[config.mk]
export PLATFORM = sky130hd
export DESIGN_NAME = tape_record_framer
export DESIGN_NICKNAME = d
export VERILOG_FILES = /design/src/rtl/tape_record_framer.sv
export SDC_FILE = /design/constraint.sdc
export NUM_CORES = 1
export LEC_CHECK = 0
export ABC_AREA = 1
export BUFFER_PORTS_ARGS = -buffer_cell sky130_fd_sc_hd__buf_4
export CORE_MARGIN = 5
export CORE_UTILIZATION = 30
export CTS_BUF_LIST = sky130_fd_sc_hd__clkbuf_4 sky130_fd_sc_hd__clkbuf_8 sky130_fd_sc_hd__clkbuf_16
export DETAILED_ROUTE_END_ITERATION = 7
export PLACE_DENSITY = 0.49
export SYNTH_ARGS = -nofsm -noshare
export SYNTH_HDL_FRONTEND = slang
export SYNTH_SLANG_ARGS = --single-unit
[constraint.sdc]
create_clock -name clk -period 3.9 [get_ports clk]
set_input_delay 0.195 -clock clk [delete_from_list [all_inputs] [get_ports clk]]
set_output_delay 0.195 -clock clk [all_outputs]
set_load 0.05 [all_outputs]
[src/rtl/tape_record_framer.sv]
module tape_record_framer #(
  parameter int unsigned MAX_LEN = 32'h0100_0000
) (
  input  logic        clk,
  input  logic        rst_n,
  input  logic        s_valid,
  output logic        s_ready,
  input  logic [7:0]  s_data,
  input  logic        s_first,
  input  logic        s_last,
  input  logic        s_mark,
  input  logic [31:0] s_len,
  output logic        m_valid,
  input  logic        m_ready,
  output logic [7:0]  m_data,
  input  logic        c_valid,
  output logic        c_ready,
  input  logic [7:0]  c_data,
  output logic        r_valid,
  input  logic        r_ready,
  output logic [7:0]  r_data,
  output logic        r_last,
  output logic        r_mark,
  output logic        r_eot,
  output logic        r_ferr,
  output logic        r_trunc
);
  localparam logic [31:0] LIMIT = 32'(MAX_LEN);

  function automatic logic [31:0] clamp(input logic [31:0] v);
    return (v > LIMIT) ? LIMIT : v;
  endfunction

  typedef enum logic [2:0] {W_IDLE, W_HDR, W_DATA, W_DROP, W_FILL, W_PAD, W_TRL} wst_t;
  typedef enum logic [2:0] {R_HDR, R_DATA, R_PAD, R_TRL, R_TAIL, R_MARK} rst_t;

  wst_t        w_st;
  logic [31:0] w_len, w_cnt;
  logic [1:0]  w_bi;
  logic        w_mark;
  logic [7:0]  w_len_byte;
  wst_t        w_after;

  assign w_len_byte = 8'(w_len >> {w_bi, 3'b000});
  assign w_after    = w_len[0] ? W_PAD : W_TRL;

  always_comb begin
    s_ready = 1'b0;
    m_valid = 1'b0;
    m_data  = 8'h00;
    case (w_st)
      W_IDLE: s_ready = !s_first || s_mark;
      W_HDR, W_TRL: begin
        m_valid = 1'b1;
        m_data  = w_len_byte;
      end
      W_DATA: begin
        m_valid = s_valid;
        m_data  = s_data;
        s_ready = m_ready;
      end
      W_DROP: s_ready = 1'b1;
      W_FILL, W_PAD: m_valid = 1'b1;
      default: ;
    endcase
  end

  wire s_fire = s_valid && s_ready;
  wire m_fire = m_valid && m_ready;

  always_ff @(posedge clk) begin
    if (!rst_n) begin
      w_st   <= W_IDLE;
      w_len  <= '0;
      w_cnt  <= '0;
      w_bi   <= '0;
      w_mark <= 1'b0;
    end else begin
      case (w_st)
        W_IDLE: if (s_valid) begin
          w_bi  <= '0;
          w_cnt <= '0;
          if (s_mark) begin
            w_len  <= '0;
            w_mark <= 1'b1;
            w_st   <= W_HDR;
          end else if (s_first) begin
            w_len  <= clamp(s_len);
            w_mark <= 1'b0;
            w_st   <= W_HDR;
          end
        end
        W_HDR: if (m_fire) begin
          w_bi <= w_bi + 2'd1;
          if (w_bi == 2'd3)
            w_st <= w_mark ? W_IDLE : ((w_len == '0) ? W_DROP : W_DATA);
        end
        W_DATA: if (s_fire) begin
          w_cnt <= w_cnt + 32'd1;
          if (w_cnt + 32'd1 == w_len) w_st <= s_last ? w_after : W_DROP;
          else if (s_last) w_st <= W_FILL;
        end
        W_DROP: if (s_fire && s_last) w_st <= (w_len == '0) ? W_IDLE : w_after;
        W_FILL: if (m_fire) begin
          w_cnt <= w_cnt + 32'd1;
          if (w_cnt + 32'd1 == w_len) w_st <= w_after;
        end
        W_PAD: if (m_fire) w_st <= W_TRL;
        W_TRL: if (m_fire) begin
          w_bi <= w_bi + 2'd1;
          if (w_bi == 2'd3) w_st <= W_IDLE;
        end
        default: w_st <= W_IDLE;
      endcase
    end
  end

  rst_t        r_st;
  logic [31:0] h_len, t_len, r_cnt;
  logic [1:0]  r_bi;
  logic [7:0]  tail;
  logic        prev_mark;
  logic [31:0] r_eff;
  logic        pass;

  assign r_eff = clamp(h_len);
  assign pass  = (r_cnt + 32'd1) < r_eff;

  always_comb begin
    c_ready = 1'b0;
    r_valid = 1'b0;
    r_data  = 8'h00;
    r_last  = 1'b0;
    r_mark  = 1'b0;
    r_eot   = 1'b0;
    r_ferr  = 1'b0;
    r_trunc = 1'b0;
    case (r_st)
      R_HDR, R_PAD, R_TRL: c_ready = 1'b1;
      R_DATA: begin
        if (pass) begin
          r_valid = c_valid;
          r_data  = c_data;
          c_ready = r_ready;
        end else begin
          c_ready = 1'b1;
        end
      end
      R_MARK: begin
        r_valid = 1'b1;
        r_mark  = 1'b1;
        r_eot   = prev_mark;
      end
      R_TAIL: begin
        r_valid = 1'b1;
        r_data  = tail;
        r_last  = 1'b1;
        r_ferr  = t_len != h_len;
        r_trunc = h_len > LIMIT;
      end
      default: ;
    endcase
  end

  wire c_fire = c_valid && c_ready;

  always_ff @(posedge clk) begin
    if (!rst_n) begin
      r_st      <= R_HDR;
      h_len     <= '0;
      t_len     <= '0;
      r_cnt     <= '0;
      r_bi      <= '0;
      tail      <= '0;
      prev_mark <= 1'b0;
    end else begin
      case (r_st)
        R_HDR: if (c_fire) begin
          h_len <= {c_data, h_len[31:8]};
          r_bi  <= r_bi + 2'd1;
          r_cnt <= '0;
          if (r_bi == 2'd3) r_st <= ({c_data, h_len[31:8]} == '0) ? R_MARK : R_DATA;
        end
        R_MARK: if (r_ready) begin
          prev_mark <= 1'b1;
          r_st      <= R_HDR;
        end
        R_DATA: if (c_fire) begin
          if (r_cnt + 32'd1 == r_eff) tail <= c_data;
          r_cnt <= r_cnt + 32'd1;
          if (r_cnt + 32'd1 == h_len) r_st <= h_len[0] ? R_PAD : R_TRL;
        end
        R_PAD: if (c_fire) r_st <= R_TRL;
        R_TRL: if (c_fire) begin
          t_len <= {c_data, t_len[31:8]};
          r_bi  <= r_bi + 2'd1;
          if (r_bi == 2'd3) r_st <= R_TAIL;
        end
        R_TAIL: if (r_ready) begin
          prev_mark <= 1'b0;
          r_st      <= R_HDR;
        end
        default: r_st <= R_HDR;
      endcase
    end
  end
endmodule

======== After elaboration in Yosys (flattened, before gate mapping) ========
Cells that the tools add are included.
storage, ports and cells
  bits in registers ....................... 180
  memory bits (read-only) ................. 0
  bits in writable memories ............... 0
  bits in latches ......................... 0
  memories kept ........................... 0
operators by class
  multiply operators ...................... 0
  magnitude comparators ................... 3
  div/mod/pow operators ................... 0
  shifts and indexed selects .............. 1
  bitwise logic cells ..................... 0
  add/sub/neg operators ................... 4
  reduce and logical (&&, ||, !) cells .... 31
  equality and inequality tests ........... 40
  multiplexer cells ....................... 64
operators by type and width
  cell                                                              number
  2-to-1 mux 32 bit                                                 9
  == test 32 bit                                                    3
  case mux 32 bit (3 select lines)                                  1
  2-to-1 mux 3 bit                                                  25
  adder 32 x 1 -> 32 bit (second input constant)                    2
  greater-than comparator 32 x 25 -> 1 bit (second input constant)  2
  zero test 32 bit                                                  2
  case mux 32 bit (2 select lines)                                  1
  inequality test 2 bit (second input constant)                     19
  < comparator 32 bit                                               1
  inequality test 32 bit                                            1
  case mux 8 bit (2 select lines)                                   2
  right shift 32 x 5 -> 8 bit                                       1
  case mux 3 bit (7 select lines)                                   1
  == test 3 bit (second input constant)                             5
  case mux 3 bit (5 select lines)                                   1
  AND reduction 3 bit                                               5
  2-to-1 mux 1 bit                                                  13
  == test 3 x 2 -> 1 bit (second input constant)                    4
  AND reduction 12 bit                                              1
  2-to-1 mux 2 bit                                                  4
  2-to-1 mux 8 bit                                                  1
  case mux 1 bit (2 select lines)                                   4
  AND reduction 8 bit                                               1
  18 further kinds                                                  34

======== Longest topological paths before layout ========
Gate-level depths: netlist of run 1.
  depth after elaboration ................. 8
  gate-level depth with buffers ........... 27

======== Least setup slack after synthesis of run 1 ========
No wires, ideal clock.
  kind .................................... flip-flop to output port
  from .................................... register h_len[2]
  to ...................................... output port r_data[0]
  buffers on the path ..................... 1
  required time ........................... 3.705 ns
  slack ................................... 0.093 ns
  arrival ................................. 3.612 ns
  cell stages (with the launch flop) ...... 16
  cells stage by stage .................... dfxtp_1 nor4_1 nand4_1 nor3_1 a31oi_1 inv_1 clkbuf_1 nand2_1 ha_1 a21oi_1 o21ai_0 nand2_1 nand3_1 a21oi_1 nand2_1 o32ai_1
between the ends
  word-level cells in the longest chain between the ends .. 5
ends and longest elaborated chain
  item                                      RTL line  source
  start, declared                           119       logic [31:0] h_len, t_len, r_cnt;
  start signal, assigned                    179       h_len <= {c_data, h_len[31:8]};
  greater-than comparator 32 x 25 -> 1 bit  31        return (v > LIMIT) ? LIMIT : v;
  2-to-1 mux 32 bit *                       31
  < comparator 32 bit *                     127       assign pass = (r_cnt + 32'd1) < r_eff;
  2-to-1 mux 8 bit *                        141       if (pass) begin
  case mux 8 bit (2 select lines) *         138       case (r_st)
  end, declared                             21        output logic [7:0] r_data,
Mark *: on every way between the ends. The rest lies on a longest branch, timed or not.

======== Final worst setup path of run 1 ========
  from .................................... register h_len[12]
  to ...................................... output port c_ready
between the ends
  word-level cells in the longest chain between the ends .. 5
ends and longest elaborated chain
  item                                      RTL line  source
  greater-than comparator 32 x 25 -> 1 bit  31
  2-to-1 mux 32 bit *                       31
  < comparator 32 bit *                     127
  2-to-1 mux 1 bit *                        141
  case mux 1 bit (2 select lines) *         138
  end, declared                             17        output logic c_ready,
Marks and branches as above.

==> impl_metrics.ini, run 1 <==
[yosys]
async_flop_share_pct = 0
syn_area_sq_um = 12100
synth_xor_area_share_pct = 3.30
yosys.area_share.simple_pct = 36.7
muxShareOfSynthArea_pct = 0
synth_top_family_by_area = simple AND/OR/NAND/NOR gates
syn_inst = 1931
synth_area_leaders = dfxtp_1, nand2_1, a21oi_1
yosys.area.top_type = dfxtp_1
yosys.area.top_type_share_pct = 29.9
synth.distinct_cells = 47
yosysSeqAreaShare_pct = 29.9
ys_ff_latch = 180
syn_area_per_cell_sq_um = 6.25
synth_edf_count = 0
synth_flop_cell = dfxtp_1
ys_warn_count = 0
synth_adder_area_share_pct = 3.73
synth-compound-area-share_pct = 17.0

[pwr]
p_clk_share_pct = 24.4
comb_power_share_pct = 45.6
ir_drop_mv = 0.369
seqPwrFrac_pct = 30.0
internal-power_mw = 4.30
power.leakage_nw = 6.24
p_switching_mw = 3.21
power_density_nw_per_um2 = 501
power.share.switching_pct = 42.7

[detailed_routing]
num_vias = 13100
routed_wl_um = 45100
post-route-drc-count = 0
final_antenna_net_count = 0
drt-initial-drc-count = 1005
firstDrtPassIters = 5
vias_per_cell = 5.05
wire_per_inst_um = 17.4

[grt]
first_global_vias = 12200
antenna_found_initial = 1
grt_first_pass_wirelength_um = 68900
grtUsageTotal_pct = 19.7
gr-total-overflow = 0
grt_max_degree = 91

[finish]
fill_cells = 4331
final_common_cell = nand2_1
final_cells = 2591
drive_gt1_share_pct = 14.6
post-route-util_pct = 37.7
final_cell_mix = nand2_1, inv_1, nor2_1
fin_nets = 2148
diodes = 0
syn_to_final_growth_pct = 24.1

[timing]
rsz0062_at_grt = yes
fin_crit_sh_pct = 98.9
max_slew.worst_pin.slew_ns = 1.15
fmax_mhz = 259
holdWs_ns = 0.0338
slew_violations = 0
post-route-min-period_ns = 3.86
setup_viol = 0
finClkSkew_ns = 0.0132
finalHoldViolCount = 0
relSlewSlack_pct = 23.3

[critical_path]
cp_slowest_cell = dfxtp_1
critPathKind = register to output pin
arrival_ns = 3.66
r2r-end = r_bi[0]
cp.depth = 18
ff2ff_path_depth = 22
critPathLaunch = h_len[12]
ff2ff_setup_slack_ns = 0.08
required_ns = 3.70
critical_path.max_stage_delay_ns = 0.31
critical-path-top-delay-family = simple AND/OR/NAND/NOR gates
critical_path.cell_chain = nor2_1 -> nand2_1 -> nor4_4 -> a31oi_4 -> inv_4 -> buf_12 -> buf_16 -> nand2_1 -> ha_2 -> nand4_1 -> buf_4 -> buf_4 -> nor3_4 -> nand2_4 -> nand3_1 -> nand2_1 -> inv_1 -> buf_4
r2r-start = h_len[12]
cp_max_fo = 6
critPathBufInv = 7
start_kind = register
endpoint_kind = output pin

[floorplan]
dieHeight_um = 211
rows = 73
die_x_um = 211
dieArea_sq_um = 44300
io_pins = 82
start_util_pct = 30.4
fp.coreArea_sq_um = 39700

[flow_run]
maxCapViolations = 0

[worst_hold_path]
min_path_cells = 3
hold_start = s_len[10]
hp-class = input port to register
hold_path_end = w_len[10]

[cts]
cts_sinks = 180
clk_pin_slew_ns = 0.07
cts_buffer_depth = 2
cts-root-buf = clkbuf_16
cts_made_buffers = 17
cts_tree = done
htreeDepth = 4
insertion_delay_ns = 0.45

[placed_design]
hpwl_um = 34600
gp_congestion = 0.891
dp.cells = 2543
portBuffers = 81

[outcome]
outcome = complete, no violations
-- worst min-delay path, delay by kind of cell --
| kind | cells | cell delay, ns |
|---|---|---|
| and+or+nand+nor | 1 | 0.07 |
| buffers and inverters | 1 | 0.11 |
| AOI/OAI and AO/OA | 1 | 0.05 |
-- per-stage QoR --
step           area [sq um]  worst slack, ns  TNS (ns)  power (mW)
5_1_grt               15000           -0.114     -1.74        7.95
3_3_place_gp          13700          -0.0128   -0.0654        5.28
3_5_place_dp          13700          -0.0871    -0.713        5.28
4_1_cts               14700          0.00309         0        7.43
6_report              15000           0.0445         0        7.51
2_1_floorplan         12100           0.0926         0        4.06
-- area by class of cell --
class | instances | area, sq um | area share [%]
multi-input combinational | 1463 | 7820 | 52.2
sequential | 180 | 3610 | 24.1
timing repair buffer | 163 | 1420 | 9.46
inverter | 230 | 871 | 5.81
tap | 525 | 657 | 4.39
clock buffer | 24 | 515 | 3.44
clock inverter | 6 | 91.3 | 0.610
-- Yosys cell counts (20+ instances only) --
master / number
a21oi_1: 184
a211oi_1: 20
o21ai_0: 91
nor2_1: 227
ha_1: 36
clkbuf_1: 53
inv_1: 223
xor2_1: 25
dfxtp_1: 180
nor3_1: 20
nand4_1: 37
nand3_1: 172
nand2_1: 502
-- repair_timing --
item                                    4_1_cts  5_1_grt
endpoints found under the setup margin       52      118
hold buffers                                  4        0
pin swaps                                    16       22
hold endpoints to repair                      4        0
buffers inserted                              4        7
gates resized for setup                      59       45
gates cloned                                  2        1
-- layer usage --
layer	global-route usage [%]	vias to the layer above	wire length, um	part of all wire [%]
met5	0	-	0	0
met4	4.27	0	625	1.4
met3	3.16	32	2540	5.6
met1	28.5	6116	21700	48
li1	-	6622	-	-
met2	31.0	321	20300	45
-- power groups by stage --
| stage | Sequential (mW) | Clock, mW | Combinational [mW] |
|---|---|---|---|
| 2_1_floorplan | 2.22 | 0 | 1.84 |
| 3_3_place_gp | 2.27 | 0 | 3.01 |
| 3_5_place_dp | 2.28 | 0 | 3.01 |
| 4_1_cts | 2.24 | 1.89 | 3.30 |
| 5_1_grt | 2.28 | 1.94 | 3.73 |
| 6_report | 2.25 | 1.83 | 3.42 |
-- state kept, by name, summed over array words and instances, names as in the netlist --
signal     count
r_bi           2
r_st           3
t_len         32
tail           8
w_st           3
w_cnt         32
prev_mark      1
w_mark         1
w_len         32
w_bi           2
r_cnt         32
h_len         32
-- worst max path at each step --
stage / slack (ns) / to
floorplan: 0.09 / r_data[0]
global placement: -0.01 / tail[7]
detailed placement: -0.09 / tail[7]
CTS: 0.003 / r_data[2]
global route: -0.11 / c_ready
finish: 0.04 / c_ready
-- cell families (layout without fill, tap and decap cells) --
family | count (synthesis) | in the layout
AOI/OAI and AO/OA | 359 | 359
other | 1 | 7
buffers and inverters | 294 | 423
DFF | 180 | 180
and+or+nand+nor | 1025 | 1025
adders and majority gates | 36 | 36
xor gates and xnor gates | 36 | 36
Note: power is estimated with default switching activity, not from simulation.
==> run 2: changes to the inputs <==
- HOLD_SLACK_MARGIN: not set -> 0.06
==> impl_metrics.ini, run 2 (synthesis results as in run 1) <==
[grt]
grtUsageTotal_pct = 19.9
first_global_vias = 12300
gr-total-overflow = 0
grt_max_degree = 91
antenna_found_initial = 1
grt_first_pass_wirelength_um = 69500

[timing]
relSlewSlack_pct = 23.8
finClkSkew_ns = 0.0138
fin_crit_sh_pct = 99.1
post-route-min-period_ns = 3.87
rsz0062_at_grt = yes
finalHoldViolCount = 0
setup_tns_ns = 0
fin_ws_ns = 0.0337
max_slew.worst_pin.slew_ns = 1.14
fmax_mhz = 259
holdWs_ns = 0.230
slew_violations = 0
setup_viol = 0

[critical_path]
r2r-end = r_bi[0]
arrival_ns = 3.67
start_kind = register
critPathLaunch = h_len[25]
critPathKind = register to output pin
ff2ff_setup_slack_ns = 0.07
endpoint_kind = output pin
critPathBufInv = 7
critical_path.cell_chain = nor2_2 -> nand4_1 -> nor3_2 -> a31oi_4 -> inv_4 -> buf_12 -> buf_16 -> nand2_1 -> ha_2 -> nand4_1 -> buf_4 -> buf_4 -> nor3_4 -> nand2_4 -> nand3_1 -> nand2_1 -> inv_1 -> buf_4
cp_slowest_cell = dfxtp_1
critical-path-top-delay-family = simple AND/OR/NAND/NOR gates
r2r-start = h_len[25]
ff2ff_path_depth = 22
cp_max_fo = 6
crit_path_frequent_cell = buf_4
critical_path.max_stage_delay_ns = 0.41
required_ns = 3.70

[floorplan]
rows = 73
start_util_pct = 30.4
fp.coreArea_sq_um = 39700
dieHeight_um = 211
dieArea_sq_um = 44300
io_pins = 82
die_x_um = 211

[detailed_routing]
routed_wl_um = 45400
wire_per_inst_um = 17.3
final_antenna_net_count = 0
post-route-drc-count = 0
vias_per_cell = 5.05
num_vias = 13200
drt-initial-drc-count = 1067
firstDrtPassIters = 5

[cts]
cts_buffer_depth = 2
insertion_delay_ns = 0.46
cts-root-buf = clkbuf_16
cts_made_buffers = 17
cts_sinks = 180
cts_tree = done
clk_pin_slew_ns = 0.07
htreeDepth = 4

[finish]
diodes = 0
fin_nets = 2177
syn_to_final_growth_pct = 26.5
seq_area_sq_um = 3610
drive_gt1_share_pct = 14.4
fill_cells = 4307
final_cell_mix = nand2_1, inv_1, nor2_1
final_common_cell = nand2_1
multi_input_area_sq_um = 7820

[worst_hold_path]
min_path_cells = 5
hold_path_end = w_len[24]
hold_start = s_len[25]
hp-class = input port to register

[flow_run]
maxCapViolations = 0

[pwr]
power.leakage_nw = 6.36
internal-power_mw = 4.32
ir_drop_mv = 0.372
power.share.switching_pct = 42.7
power_density_nw_per_um2 = 494
p_switching_mw = 3.22
p_clk_share_pct = 24.4
seqPwrFrac_pct = 29.9
comb_power_share_pct = 45.8

[placed_design]
hpwl_um = 34600
portBuffers = 81
pre_cts_ws_ns = -0.0871
gp_congestion = 0.891

[outcome]
outcome = complete, no violations
## run 2: cell count changes in the layout (fill, tap and decap cells not counted)
cell	change
dlygate4sd3_1	+29
## run 2: timing repair
action	in CTS	in global routing
hold buffers	33	0
cloned	2	1
gates resized for setup	59	45
pin swaps	16	22
setup buffers	4	7
endpoints found under the setup margin	52	118
endpoints found under the hold margin	38	0
## run 2: worst reg2reg max path, cell delays in order (launching register included)
cell and delay, ns:
dfxtp_1 0.41, nor2_2 0.24, nand4_1 0.22, nor3_2 0.23, a31oi_4 0.15, inv_4 0.12, buf_12 0.12, buf_16 0.12
nand2_1 0.06, ha_2 0.31, nand4_1 0.12, buf_4 0.17, buf_4 0.13, nor3_4 0.17, nand2_4 0.11, nand3_1 0.16
nand3_4 0.12, inv_4 0.11, nand2_2 0.12, buf_12 0.20, nand2_1 0.12, o21ai_0 0.09, a21oi_1 0.15
## run 2: stage by stage
| stage | cells | cell area (sq um) | total power [mW] | utilization (%) |
|---|---|---|---|---|
| 2_1_floorplan | 1937 | 12100 | 4.06 | - |
| 3_3_place_gp | 2543 | 13700 | 5.28 | 34.4 |
| 3_5_place_dp | 2543 | 13700 | 5.28 | 34.4 |
| 4_1_cts | 2612 | 15000 | 7.45 | 37.8 |
| 5_1_grt | 2620 | 15300 | 7.98 | 38.4 |
| 6_report | 2620 | 15300 | 7.54 | 38.4 |
## run 2: power by group through the flow
stage	combinational [mW]	clock (mW)	sequential [mW]
2_1_floorplan	1.84	0	2.22
3_3_place_gp	3.01	0	2.27
3_5_place_dp	3.01	0	2.28
4_1_cts	3.32	1.89	2.24
5_1_grt	3.76	1.94	2.28
6_report	3.45	1.84	2.25
## run 2: area by class of cell
class,count,area share [%]
clock inverter,6,0.598
tap,525,4.30
clock buffer,24,3.38
multi-input combinational,1463,51.2
timing repair buffer,192,11.2
sequential,180,23.7
inverter,230,5.70
## run 2: worst max path at each step
stage / end / slack [ns] / depth (start not counted)
floorplan: r_data[0] / 0.09 / 15
global placement: tail[7] / -0.01 / 24
detailed placement: tail[7] / -0.09 / 24
CTS: r_data[2] / 0.003 / 18
global route: c_ready / -0.11 / 18
finish: c_ready / 0.03 / 18
## run 2: per-layer routing
layer | global-route usage, % | part of all wire (%) | vias up | wire length (um)
li1 | - | - | 6683 | -
met1 | 28.5 | 47 | 6182 | 21500
met2 | 31.3 | 45 | 320 | 20300
met3 | 3.36 | 6.1 | 43 | 2780
met4 | 4.67 | 1.8 | 0 | 810
met5 | 0 | 0 | - | 0
